[config.mk]
export PLATFORM = sky130hd
export DESIGN_NAME = gpi_event_logger
export DESIGN_NICKNAME = d
export VERILOG_FILES = /design/src/rtl/gpi_pkg.sv /design/src/rtl/gpi_debounce.sv /design/src/rtl/gpi_event_fifo.sv /design/src/rtl/gpi_scan_ctrl.sv /design/src/rtl/gpi_event_logger.sv
export SDC_FILE = /design/constraint.sdc
export NUM_CORES = 1
export LEC_CHECK = 0
export BUFFER_PORTS_ARGS = -buffer_cell sky130_fd_sc_hd__buf_4
export CORE_UTILIZATION = 55
export CTS_CLUSTER_DIAMETER = 40
export CTS_CLUSTER_SIZE = 40
export DETAILED_ROUTE_END_ITERATION = 6
export PLACE_DENSITY = 0.76
export SYNTH_ARGS = -nofsm -noshare
export SYNTH_HDL_FRONTEND = slang
export SYNTH_SLANG_ARGS = --single-unit
[constraint.sdc]
create_clock -name clk_i -period 4.83 [get_ports clk_i]
set_clock_uncertainty 0.1 [all_clocks]
set_input_delay 0.2415 -clock clk_i [delete_from_list [all_inputs] [get_ports clk_i]]
set_output_delay 0.2415 -clock clk_i [all_outputs]
set_load 0.01 [all_outputs]
[src/rtl/gpi_pkg.sv]
package gpi_pkg;

    typedef enum logic [1:0] {
        ST_IDLE,
        ST_SCAN,
        ST_PUSH
    } scan_state_t;

    // register groups: addr[3:1] selects the group, addr[0] the bank
    localparam logic [2:0] GRP_INEN = 3'd0;
    localparam logic [2:0] GRP_IEN  = 3'd1;
    localparam logic [2:0] GRP_POL  = 3'd2;
    localparam logic [2:0] GRP_EVEN = 3'd3;
    localparam logic [2:0] GRP_LVL  = 3'd4;
    localparam logic [2:0] GRP_FLG  = 3'd5;

    localparam logic [3:0] ADR_STAT = 4'hC;
    localparam logic [3:0] ADR_CNT  = 4'hD;
    localparam logic [3:0] ADR_POP  = 4'hE;

endpackage

[src/rtl/gpi_debounce.sv]
module gpi_debounce #(
    parameter int DEB_CYCLES = 8750
) (
    input  logic clk_i,
    input  logic rst_ni,
    input  logic raw_i,
    output logic filt_o
);
    localparam int CW = $clog2(DEB_CYCLES + 1);

    logic [1:0]    sync_q;
    logic [CW-1:0] cnt_q;

    always_ff @(posedge clk_i or negedge rst_ni) begin
        if (!rst_ni) begin
            sync_q <= '0;
            cnt_q  <= '0;
            filt_o <= 1'b0;
        end else begin
            sync_q <= {sync_q[0], raw_i};
            if (sync_q[1] == filt_o) begin
                cnt_q <= '0;
            end else if (cnt_q == CW'(DEB_CYCLES - 1)) begin
                filt_o <= sync_q[1];
                cnt_q  <= '0;
            end else begin
                cnt_q <= cnt_q + 1'b1;
            end
        end
    end


    deb_follow_chk: assert property (@(posedge clk_i) disable iff (!rst_ni)
        (filt_o != $past(filt_o)) |-> (filt_o == $past(sync_q[1])));

endmodule

[src/rtl/gpi_event_fifo.sv]
module gpi_event_fifo #(
    parameter int DEPTH = 16,
    parameter int W     = 8
) (
    input  logic                       clk_i,
    input  logic                       rst_ni,
    input  logic                       push_i,
    input  logic [W-1:0]               din_i,
    input  logic                       pop_i,
    output logic [W-1:0]               dout_o,
    output logic [$clog2(DEPTH+1)-1:0] count_o,
    output logic                       drop_o
);
    localparam int AW = $clog2(DEPTH);
    localparam int CW = $clog2(DEPTH + 1);

    logic [W-1:0]  mem_q [DEPTH];
    logic [AW-1:0] wp_q, rp_q;
    logic          full, do_push, do_pop;

    assign full    = (count_o == CW'(DEPTH));
    assign do_pop  = pop_i && (count_o != '0);
    assign do_push = push_i && (!full || do_pop);
    assign drop_o  = push_i && !do_push;
    assign dout_o  = mem_q[rp_q];

    always_ff @(posedge clk_i) begin
        if (do_push) mem_q[wp_q] <= din_i;
    end

    always_ff @(posedge clk_i or negedge rst_ni) begin
        if (!rst_ni) begin
            wp_q    <= '0;
            rp_q    <= '0;
            count_o <= '0;
        end else begin
            if (do_push) wp_q <= (wp_q == AW'(DEPTH - 1)) ? '0 : wp_q + 1'b1;
            if (do_pop)  rp_q <= (rp_q == AW'(DEPTH - 1)) ? '0 : rp_q + 1'b1;
            unique case ({do_push, do_pop})
                2'b10:   count_o <= count_o + 1'b1;
                2'b01:   count_o <= count_o - 1'b1;
                default: count_o <= count_o;
            endcase
        end
    end


    fifo_bound_chk: assert property (@(posedge clk_i) disable iff (!rst_ni)
        count_o <= CW'(DEPTH));


    cnt_step_chk: assert property (@(posedge clk_i) disable iff (!rst_ni)
        (count_o == $past(count_o)) || (count_o == $past(count_o) + 1'b1)
        || (count_o == $past(count_o) - 1'b1));

endmodule

[src/rtl/gpi_scan_ctrl.sv]
module gpi_scan_ctrl
    import gpi_pkg::*;
#(
    parameter int N       = 10,
    parameter int ID_BASE = 37
) (
    input  logic         clk_i,
    input  logic         rst_ni,
    input  logic [N-1:0] lvl_i,
    input  logic [N-1:0] ien_i,
    input  logic [N-1:0] pol_i,
    input  logic [N-1:0] even_i,
    output logic [N-1:0] flag_set_o,
    output logic         push_o,
    output logic [7:0]   rec_o
);
    localparam int IW = $clog2(N);

    scan_state_t   state_q, state_d;
    logic [N-1:0]  prev_q, cur_q, pend_q, pend_after, chg;
    logic [IW-1:0] sel;

    assign chg = lvl_i ^ prev_q;

    always_comb begin
        sel = '0;
        for (int i = N - 1; i >= 0; i--) begin
            if (pend_q[i]) sel = IW'(i);
        end
        pend_after = pend_q & ~(N'(1) << sel);
    end

    always_comb begin
        state_d = state_q;
        unique case (state_q)
            ST_IDLE: if (chg != '0) state_d = ST_SCAN;
            ST_SCAN: state_d = ((chg & even_i) != '0) ? ST_PUSH : ST_IDLE;
            ST_PUSH: if (pend_after == '0) state_d = ST_IDLE;
            default: state_d = ST_IDLE;
        endcase
    end

    always_ff @(posedge clk_i or negedge rst_ni) begin
        if (!rst_ni) state_q <= ST_IDLE;
        else         state_q <= state_d;
    end

    always_ff @(posedge clk_i or negedge rst_ni) begin
        if (!rst_ni) begin
            prev_q <= '0;
            cur_q  <= '0;
            pend_q <= '0;
        end else begin
            unique case (state_q)
                ST_SCAN: begin
                    prev_q <= lvl_i;
                    cur_q  <= lvl_i;
                    pend_q <= chg & even_i;
                end
                ST_PUSH: pend_q <= pend_after;
                default: ;
            endcase
        end
    end

    always_comb begin
        flag_set_o = '0;
        push_o     = 1'b0;
        rec_o      = '0;
        unique case (state_q)
            ST_SCAN: flag_set_o = chg & ien_i & ~even_i & ~(lvl_i ^ pol_i);
            ST_PUSH: begin
                push_o = 1'b1;
                rec_o  = {cur_q[sel], 7'(ID_BASE) + 7'(sel)};
            end
            default: ;
        endcase
    end


    idle_hold_chk: assert property (@(posedge clk_i) disable iff (!rst_ni)
        (state_q == ST_IDLE && lvl_i == prev_q) |=> (state_q == ST_IDLE));


    push_order_chk: assert property (@(posedge clk_i) disable iff (!rst_ni)
        (state_q == ST_PUSH && $past(state_q) == ST_PUSH) |-> (sel > $past(sel)));

endmodule

[src/rtl/gpi_event_logger.sv]
module gpi_event_logger
    import gpi_pkg::*;
#(
    parameter int NUM_PINS   = 10,
    parameter int DEB_CYCLES = 8750,
    parameter int FIFO_DEPTH = 16,
    parameter int ID_BASE    = 37
) (
    input  logic                clk_i,
    input  logic                rst_ni,
    input  logic [3:0]          addr_i,
    input  logic [7:0]          wdata_i,
    input  logic                wr_en_i,
    input  logic                rd_en_i,
    output logic [7:0]          rdata_o,
    input  logic [NUM_PINS-1:0] gpi_i,
    output logic                gpi_irq_o,
    output logic                evt_irq_o
);
    localparam int N  = NUM_PINS;
    localparam int CW = $clog2(FIFO_DEPTH + 1);

    logic [N-1:0]  filt, lvl, inen_q, ien_q, pol_q, even_q, flag_q, flag_set, flag_clr;
    logic          push, pop, drop, evt_q, ovf_q;
    logic [7:0]    rec, head;
    logic [CW-1:0] count;
    logic [2:0]    grp;

    assign grp = addr_i[3:1];

    for (genvar g = 0; g < N; g++) begin : g_deb
        gpi_debounce #(.DEB_CYCLES(DEB_CYCLES)) u_deb (
            .clk_i (clk_i),
            .rst_ni(rst_ni),
            .raw_i (gpi_i[g]),
            .filt_o(filt[g])
        );
    end

    assign lvl = filt & inen_q;

    gpi_scan_ctrl #(.N(N), .ID_BASE(ID_BASE)) u_scan (
        .clk_i     (clk_i),
        .rst_ni    (rst_ni),
        .lvl_i     (lvl),
        .ien_i     (ien_q),
        .pol_i     (pol_q),
        .even_i    (even_q),
        .flag_set_o(flag_set),
        .push_o    (push),
        .rec_o     (rec)
    );

    gpi_event_fifo #(.DEPTH(FIFO_DEPTH), .W(8)) u_fifo (
        .clk_i  (clk_i),
        .rst_ni (rst_ni),
        .push_i (push),
        .din_i  (rec),
        .pop_i  (pop),
        .dout_o (head),
        .count_o(count),
        .drop_o (drop)
    );

    assign pop = rd_en_i && (addr_i == ADR_POP) && (count != '0);

    always_comb begin
        for (int i = 0; i < N; i++) begin
            flag_clr[i] = wr_en_i && grp == GRP_FLG && addr_i[0] == (i >= 8) && wdata_i[i % 8];
        end
    end

    always_ff @(posedge clk_i or negedge rst_ni) begin
        if (!rst_ni) begin
            inen_q <= '0;
            ien_q  <= '0;
            pol_q  <= '0;
            even_q <= '0;
            flag_q <= '0;
            evt_q  <= 1'b0;
            ovf_q  <= 1'b0;
        end else begin
            for (int i = 0; i < N; i++) begin
                if (wr_en_i && addr_i[0] == (i >= 8)) begin
                    if (grp == GRP_INEN) inen_q[i] <= wdata_i[i % 8];
                    if (grp == GRP_IEN)  ien_q[i]  <= wdata_i[i % 8];
                    if (grp == GRP_POL)  pol_q[i]  <= wdata_i[i % 8];
                    if (grp == GRP_EVEN) even_q[i] <= wdata_i[i % 8];
                end
            end
            flag_q <= (flag_q & ~flag_clr) | flag_set;
            if (push)
                evt_q <= 1'b1;
            else if (wr_en_i && addr_i == ADR_STAT && wdata_i[0] && count == '0)
                evt_q <= 1'b0;
            if (drop)
                ovf_q <= 1'b1;
            else if (wr_en_i && addr_i == ADR_STAT && wdata_i[2])
                ovf_q <= 1'b0;
        end
    end

    function automatic logic [7:0] bank8(input logic [N-1:0] v, input logic hi);
        logic [7:0] o;
        o = '0;
        for (int j = 0; j < 8; j++) begin
            if (int'(hi) * 8 + j < N) o[j] = v[int'(hi) * 8 + j];
        end
        return o;
    endfunction

    always_comb begin
        rdata_o = '0;
        unique case (addr_i)
            ADR_STAT: rdata_o = {5'd0, ovf_q, gpi_irq_o, evt_q};
            ADR_CNT:  rdata_o = 8'(count);
            ADR_POP:  rdata_o = (count != '0) ? head : 8'd0;
            default: begin
                unique case (grp)
                    GRP_INEN: rdata_o = bank8(inen_q, addr_i[0]);
                    GRP_IEN:  rdata_o = bank8(ien_q, addr_i[0]);
                    GRP_POL:  rdata_o = bank8(pol_q, addr_i[0]);
                    GRP_EVEN: rdata_o = bank8(even_q, addr_i[0]);
                    GRP_LVL:  rdata_o = bank8(lvl, addr_i[0]);
                    GRP_FLG:  rdata_o = bank8(flag_q, addr_i[0]);
                    default:  rdata_o = '0;
                endcase
            end
        endcase
    end

    assign gpi_irq_o = |flag_q;
    assign evt_irq_o = evt_q | ovf_q;


    flag_need_en_chk: assert property (@(posedge clk_i) disable iff (!rst_ni)
        (flag_q & ~$past(flag_q) & ~$past(ien_q)) == '0);


    evt_no_flag_chk: assert property (@(posedge clk_i) disable iff (!rst_ni)
        (flag_q & ~$past(flag_q) & $past(even_q)) == '0);


    evt_clr_chk: assert property (@(posedge clk_i) disable iff (!rst_ni)
        ($past(evt_q) && $past(count) != '0) |-> evt_q);

endmodule

# Word level (Yosys, flattened, before mapping)

Memory sizes are Yosys's and may differ from the RTL's.
Cells that the tools add are included.

Bits in registers: 257
RAM bits: 128
Output and inout port bits: 10
Memories: 1

Add/subtract/negate cells: 22
Order comparisons: 17
Eq/ne operators: 37
Shift-type cells: 1
Muxes and demuxes: 238
Bitwise logic cells: 26
Reduce and logical (&&, ||, !) cells: 58

Memories:

| memory       | words | width | read ports | clocked after Yosys merged registers in | wr ports | RTL line             | RTL |
|---|---|---|---|---|---|---|---|
| u_fifo.mem_q | 16    | 8     | 1          | 0                                       | 1        | gpi_event_fifo.sv:17 | `logic [W-1:0] mem_q [DEPTH];` |

Operators by type and width:

| cell                                                 | count |
|---|---|
| 2-to-1 mux 14 bit                                    | 20 |
| < comparator 32 x 5 -> 1 bit (second input constant) | 7 |
| binary-select mux 1 bit (select 4 bit)               | 43 |
| 2-to-1 mux 1 bit                                     | 152 |
| adder 14 x 1 -> 14 bit (second input constant)       | 10 |
| equality test 14 bit (second input constant)         | 10 |
| AND 10 bit                                           | 7 |
| 2-to-1 mux 4 bit                                     | 12 |
| case mux 8 bit (6 select lines)                      | 1 |
| NOT 10 bit                                           | 4 |
| AND reduction 2 bit                                  | 19 |
| < comparator 5 bit (second input constant)           | 7 |
| logical AND 1 bit                                    | 24 |
| case mux 8 bit (3 select lines)                      | 1 |
| adder 4 x 3 -> 5 bit (second input constant)         | 4 |
| equality test 4 bit (second input constant)          | 5 |
| case mux 10 bit (2 select lines)                     | 1 |
| nonzero test 10 bit                                  | 2 |
| bitwise XOR 10 bit                                   | 2 |
| 2-to-1 mux 8 bit                                     | 2 |
| NOT 1 bit                                            | 11 |
| adder 4 x 2 -> 5 bit (second input constant)         | 2 |
| equality test 1 bit                                  | 10 |
| zero test 10 bit                                     | 1 |
| other kinds (29)                                     | 42 |

# Logic depth before layout (Yosys ltp)

Word-level depth: 16
Gate-level depth with buffers: 12

# Hierarchy

From an unflattened synthesis, not the netlist that was laid out.

Cell total of the unflattened synthesis: 1,556
Area, all modules: 18,499.0 um^2

By module, submodules not included:

| module                             | times used | cells each | area an instance (um^2) |
|---|---|---|---|
| gpi_debounce at g_deb[0].u_deb ... | 9          | 76         | 797.0 |
| gpi_event_fifo                     | 1          | 308        | 5,788.1 |
| gpi_event_logger                   | 1          | 265        | 2,897.8 |
| gpi_scan_ctrl                      | 1          | 223        | 1,838.0 |
| gpi_debounce at g_deb[9].u_deb     | 1          | 76         | 802.0 |

# Worst setup path before layout

OpenSTA, ideal clock, no wires.

Kind: reg-to-reg
From: register u_fifo.count_o[1]
To: register u_fifo.count_o[3]
Library setup time: 0.128 ns
Arrival: 2.396 ns
Required time: 4.602 ns
Path slack: 2.206 ns
Stages on the path, launching flop included: 11
Clock period less this slack: 2.624 ns
Cells stage by stage: dfrtp_1 > or4_4 > o2111ai_2 > nor2_2 > nand2_1 > inv_1 > ha_1 > a21o_1 > a21oi_1 > xnor2_1 > mux2_1

Longest elaborated chain between the ends: 7
Elaborated cells on any way between the ends: 13
Classes of those cells: add/sub (2); eq/ne (3); mux (1); reduce/logical (7)

RTL lines:

| element                                                               | RTL line                                     | RTL |
|---|---|---|
| start, declared                                                       | gpi_event_fifo.sv:11                         | `output logic [$clog2(DEPTH+1)-1:0] count_o,` |
| start signal, assigned                                                | gpi_event_fifo.sv:40                         | `2'b10: count_o <= count_o + 1'b1;` |
| start signal, assigned                                                | gpi_event_fifo.sv:41                         | `2'b01: count_o <= count_o - 1'b1;` |
| start signal, assigned                                                | gpi_event_fifo.sv:42                         | `default: count_o <= count_o;` |
| nonzero test 5 bit                                                    | gpi_event_fifo.sv:22, gpi_event_logger.sv:65 |  |
| logical AND 1 bit                                                     | gpi_event_logger.sv:65                       | `assign pop = rd_en_i && (addr_i == ADR_POP) && (count != '0);` |
| logical AND 1 bit                                                     | gpi_event_fifo.sv:22                         | `assign do_pop = pop_i && (count_o != '0);` |
| logical OR 1 bit                                                      | gpi_event_fifo.sv:23                         | `assign do_push = push_i && (!full \|\| do_pop);` |
| logical AND 1 bit                                                     | gpi_event_fifo.sv:23                         |  |
| equality test 2 x 1 -> 1 bit or equality test 2 bit (tied branches)   | gpi_event_fifo.sv:39                         | `unique case ({do_push, do_pop})` |
| case mux 5 bit (2 select lines) or nonzero test 2 bit (tied branches) | -                                            |  |

Several ways; a longest one is shown, not always the timed one.
A chain may end at the register's enable or synchronous reset.

# Final worst setup path

From: register u_fifo.rp_q[0]
To: output rdata_o[4]

Longest elaborated chain between the ends: 3

RTL lines:

| element                         | RTL line                | RTL |
|---|---|---|
| start, declared                 | gpi_event_fifo.sv:18    | `logic [AW-1:0] wp_q, rp_q;` |
| start signal, assigned          | gpi_event_fifo.sv:38    | `if (do_pop) rp_q <= (rp_q == AW'(DEPTH - 1)) ? '0 : rp_q + 1'b1;` |
| memory read (16 x 8 bit)        | -                       |  |
| 2-to-1 mux 8 bit                | gpi_event_logger.sv:117 | `ADR_POP: rdata_o = (count != '0) ? head : 8'd0;` |
| case mux 8 bit (3 select lines) | gpi_event_logger.sv:114 | `unique case (addr_i)` |
| end, declared                   | gpi_event_logger.sv:15  | `output logic [7:0] rdata_o,` |

No other way between the ends.

==> results.txt <==
The total instance count after detailed placement is 1884. At the end of routability-driven placement, the weighted congestion stood at 0.923. Among cell families on the critical path, the largest total delay comes from multiplexers. In the post-synthesis netlist, the biggest area contributors are sky130_fd_sc_hd__dfrtp_1 (37%), sky130_fd_sc_hd__edfxtp_1 (19%), sky130_fd_sc_hd__xor2_1 (4.6%). The final setup TNS came out at 0 ns. The final-layout fill cell count came out at 2250. In the final routed layout, each cell accounts on average for 19.5 um. The detailed-route vias per instance came out at 5.93. The total wirelength of the detailed-routed design is 38700 um. The leakage power total came out at 8.51 nW. The power density over cell area came out at 401 mW/mm2. The worst hold path belongs to the class input pin to register. The worst-case register-to-register setup slack came out at 1.64 ns. The area occupied by multi-input gates came out at 0.00712 mm2. At the placement stage, the worst setup path has a slack of 1.66 ns.

By instance count, the cell type seen most on the critical path is sky130_fd_sc_hd__mux4_2. The total of warnings raised by yosys is 0. STA puts the critical path data required time at 4.49 ns. g_deb.u_deb.cnt_q holds more flip-flops than any other register. The critical path in this run is classified as register to output port. The final core area utilization is 64.4%. Along the worst path, the maximum fanout reaches 33. The area of the die is 0.0322 mm2. The number of nets in the synthesized netlist is 1551. The HPWL after detailed placement came out at 26300 um.

The effective utilization at floorplan came out at 56.2%. The number of max-slew violations in the final report came out at 0. The area of the mapped netlist is 0.0173 mm2. Clock tree synthesis selected as its root buffer the cell sky130_fd_sc_hd__clkbuf_16.

The area taken by flip-flops and latches is 0.00980 mm2. The global-route wire length before repair came out at 61600 um. The combinational share of power came out at 7.3%.

Setup violations remaining at the end of the flow were counted as 0. After clock tree synthesis, the repair step resized 0 gates. The signal on the critical path passes through mux4_2 > mux4_2 > nor2b_1 > a211o_1 > buf_4. The instance count of the mapped netlist is 1487. On the critical path, the stage with the largest delay is an instance of sky130_fd_sc_hd__dfrtp_2.

The number of nets in the final layout is 1619. Global routing consumed, over all layers together, 24.8% of the routing resources. The most critical setup path has its endpoint at rdata_o[4]. The worst flop-to-flop path endpoint is u_scan.state_q[1]$_DFFE_PN0P_. The clock tree synthesis step divided the H-tree into 2 levels. The count of buffers added on input and output ports is 35.

The clock drives 369 sinks. The share of total power dissipated in the clock network is 46.8%. The area growth from synthesis to layout is 14.6%.

sky130_fd_sc_hd__dfrtp_1 takes more of the synthesized area than any other cell. The post-synthesis sequential element count is 369. The number of DRC violations after detailed-routing iteration 0 is 1070. The total of max-cap violations is 0.

The worst ir drop on vdd came out at 409 uV. The arrival time at the worst endpoint is 3.24 ns. The launch instance of the worst register-to-register path is u_scan.pend_q[4]$_DFFE_PN0P_. The number of hold violations in the final report came out at 0. In this run the worst setup path begins at u_fifo.rp_q[0]$_DFFE_PN0P_.

The buffer and inverter count on the worst path is 1. The register with the most flip-flops in the layout has 140 of them. Per report_power, the sequential group accounts for 45.9% of the total.

The maximum count of clock buffers along a single path came out at 3. The depth of the critical timing path with buffers and inverters included is 5. TritonCTS built the clock tree. STA classifies the critical path endpoint as an output port. The final critical path time including I/O delays and setup came out at 3.58 ns. The post-detailed-route DRC marker count came out at 10. The count of flip-flops with a built-in enable after synthesis came out at 112. The largest registers in the layout are g_deb.u_deb.cnt_q x140, u_fifo.mem_q x112, g_deb.u_deb.sync_q x20. The proportion of synthesized flip-flops having asynchronous set or reset is 69.6%. Headroom to the max-slew limit came out at 16.2%. The total global routing overflow came out at 0.

The fraction of final layout cells sized beyond drive strength 1 came out at 13.7%. The maximum clock rate is 280 MHz. The finished layout holds 1989 standard cells, fillers aside. The number of global-route vias before repair came out at 11500. Entering global routing, the biggest net connects 109 pins.

The average instance in the mapped netlist occupies 11.6 um2. Of the post-synthesis cell area, the dominant cell type holds 37.2%. In this run switching power makes up 25.6% of total power.

The core region area came out at 0.0307 mm2. The share of the clock period used by the worst path came out at 74.1%. 0 antenna diodes ended up in the layout. The overall die height came out at 179 um. The checks that failed: design-rule violations. The slew at the pin closest to its max-slew limit is 1.26 ns. Once the clock tree was built, the setup fixing pass inserted 0 buffers. The largest stage delay on the critical path is 0.96 ns. The internal power contribution is 5.91 mW. The unique cell type count in the Yosys netlist is 66. After clock tree synthesis, the clock-pin slew on the worst setup and hold paths is 0.06 ns.

In this run the core area contains 64 standard-cell rows. The most used flip-flop cell after synthesis is sky130_fd_sc_hd__dfrtp_1. The worst setup slack after layout is 1.25 ns.

The fraction of the yosys area taken by sequential cells came out at 56.6%. The number of top-level design ports is 36. The count of TritonRoute iterations in the first routing pass is 7. The initial antenna violation count is 0. STA classifies the critical path startpoint as a register. The flow ran to the end, but the final reports show violations. Once placement finished, the instance area stood at 0.0179 mm2. Once detail routing completed, the nets flagged for antenna violations numbered 0.

From left edge to right edge, the die measures 179 um. The reported net switching power is 2.03 mW. Setup repair after global routing left no endpoint under its margin. With fillers left out, the area of the finished cells amounts to 0.0198 mm2. The number of buffers inserted during clock tree synthesis came out at 46.

The clock latency on the worst-skew pair came out at 0.58 ns. Across all layers, the routed design uses 11800 vias. Measured in cells, the most critical reg-to-reg path has a length of 12.
[Yosys cell counts (3+ instances only)]
cell type,count
sky130_fd_sc_hd__dfrtp_1,257
sky130_fd_sc_hd__nor2_1,182
sky130_fd_sc_hd__nand2_1,135
sky130_fd_sc_hd__edfxtp_1,112
sky130_fd_sc_hd__nand3_1,90
sky130_fd_sc_hd__xor2_1,90
sky130_fd_sc_hd__mux2_2,52
sky130_fd_sc_hd__inv_1,49
sky130_fd_sc_hd__o21ai_0,48
sky130_fd_sc_hd__xnor2_1,47
sky130_fd_sc_hd__a21oi_1,46
sky130_fd_sc_hd__and3_1,37
sky130_fd_sc_hd__ha_1,37
sky130_fd_sc_hd__mux4_2,31
sky130_fd_sc_hd__nand4_1,27
sky130_fd_sc_hd__clkbuf_1,22
sky130_fd_sc_hd__nor4_1,22
sky130_fd_sc_hd__and2_1,18
sky130_fd_sc_hd__mux2i_1,15
sky130_fd_sc_hd__o31ai_1,14
sky130_fd_sc_hd__nand2b_1,11
sky130_fd_sc_hd__a22oi_1,10
sky130_fd_sc_hd__nor3b_1,10
sky130_fd_sc_hd__or3_1,9
sky130_fd_sc_hd__and4_1,7
sky130_fd_sc_hd__nor2b_1,7
sky130_fd_sc_hd__nor3_1,7
sky130_fd_sc_hd__a32o_1,6
sky130_fd_sc_hd__buf_1,6
sky130_fd_sc_hd__buf_2,6
sky130_fd_sc_hd__a211oi_1,5
sky130_fd_sc_hd__a21o_1,5
sky130_fd_sc_hd__a22o_1,5
sky130_fd_sc_hd__nor4b_1,5
sky130_fd_sc_hd__buf_4,4
sky130_fd_sc_hd__mux4_1,4
sky130_fd_sc_hd__o21ai_1,4
sky130_fd_sc_hd__or2_2,4
sky130_fd_sc_hd__a311oi_1,3
sky130_fd_sc_hd__a31oi_1,3
sky130_fd_sc_hd__and4b_1,3
[layout by cell type (no fill, tap or decap), types with 31 or more instances in the layout]
cell                        count
sky130_fd_sc_hd__nand2_1      135
sky130_fd_sc_hd__a21oi_1       46
sky130_fd_sc_hd__and3_1        37
sky130_fd_sc_hd__mux4_2        31
sky130_fd_sc_hd__o21ai_0       48
sky130_fd_sc_hd__clkbuf_16     46
sky130_fd_sc_hd__ha_1          37
sky130_fd_sc_hd__dfrtp_1      256
sky130_fd_sc_hd__inv_1         49
sky130_fd_sc_hd__buf_4         39
sky130_fd_sc_hd__xor2_1        90
sky130_fd_sc_hd__xnor2_1       47
sky130_fd_sc_hd__mux2_2        52
sky130_fd_sc_hd__nor2_1       182
sky130_fd_sc_hd__nand3_1       90
sky130_fd_sc_hd__edfxtp_1     112
[routing by layer]
metal	global-route usage, %	share of wire, %
met1	34.1	43
met2	38.7	46
met3	5.64	8.1
met4	8.86	2.8
met5	0.926	0.090
[worst min-delay path, stage by stage]
cell and delay [ns]:
sky130_fd_sc_hd__buf_4 0.14, sky130_fd_sc_hd__nand3_1 0.12, sky130_fd_sc_hd__nor2_1 0.07, sky130_fd_sc_hd__nand2_1 0.06
sky130_fd_sc_hd__nand2_1 0.05, sky130_fd_sc_hd__o31ai_1 0.06
[power groups by stage]
stage | registers [mW] | logic (mW) | clock network [mW]
6_report | 3.64 | 0.579 | 3.72
5_1_grt | 3.68 | 0.640 | 3.92
4_1_cts | 3.64 | 0.582 | 3.78
3_5_place_dp | 3.70 | 0.563 | 0
3_3_place_gp | 3.69 | 0.551 | 0
2_1_floorplan | 3.54 | 0.508 | 0
[stage by stage]
stage | hold slack (ns) | total power, mW
finish | 0.126 | 7.94
global route | 0.132 | 8.24
CTS | 0.0919 | 8.00
detailed placement | 0.236 | 4.26
global placement | 0.233 | 4.24
floorplan | -0.154 | 4.05
[worst min path at each step]
stage                        from                                 to  slack [ns]  cells past startpoint
after global routing      wr_en_i                flag_q[8]$_DFF_PN0_        0.13                      6
after global placement     rst_ni  g_deb[5].u_deb.cnt_q[7]$_DFF_PN0_        0.23                      1
final                     wr_en_i                flag_q[8]$_DFF_PN0_        0.13                      6
after detailed placement   rst_ni  g_deb[5].u_deb.cnt_q[7]$_DFF_PN0_        0.24                      1
after CTS                 wr_en_i                flag_q[8]$_DFF_PN0_        0.09                      6
after floorplan            rst_ni              even_q[0]$_DFFE_PN0P_       -0.15                      0
[cell families after synthesis]
| logic type | Yosys count | synth area share [%] |
|---|---|---|
| AO/OA/AOI/OAI | 170 | 6.30 |
| XOR/XNOR | 137 | 6.94 |
| adder cells (fa/ha/maj) | 38 | 2.79 |
| buffers and inverters | 89 | 2.20 |
| flip-flops | 369 | 56.6 |
| multiplexers | 104 | 9.03 |
| AND/OR/NAND/NOR | 580 | 16.1 |
[timing repair]
action,in CTS,in global routing
hold buffers,19,0
endpoints found under the setup margin,0,0
hold endpoints to repair,168,0
[area by class of cell]
class	count	share of cell area (%)
Multi-Input combinational cell	1029	35.9
Tap cell	396	2.50
Sequential cell	369	49.4
Clock buffer	51	5.95
Clock inverter	35	2.63
Inverter	49	0.928
Timing Repair Buffer	60	2.61
(Power assumes the default switching activity.)
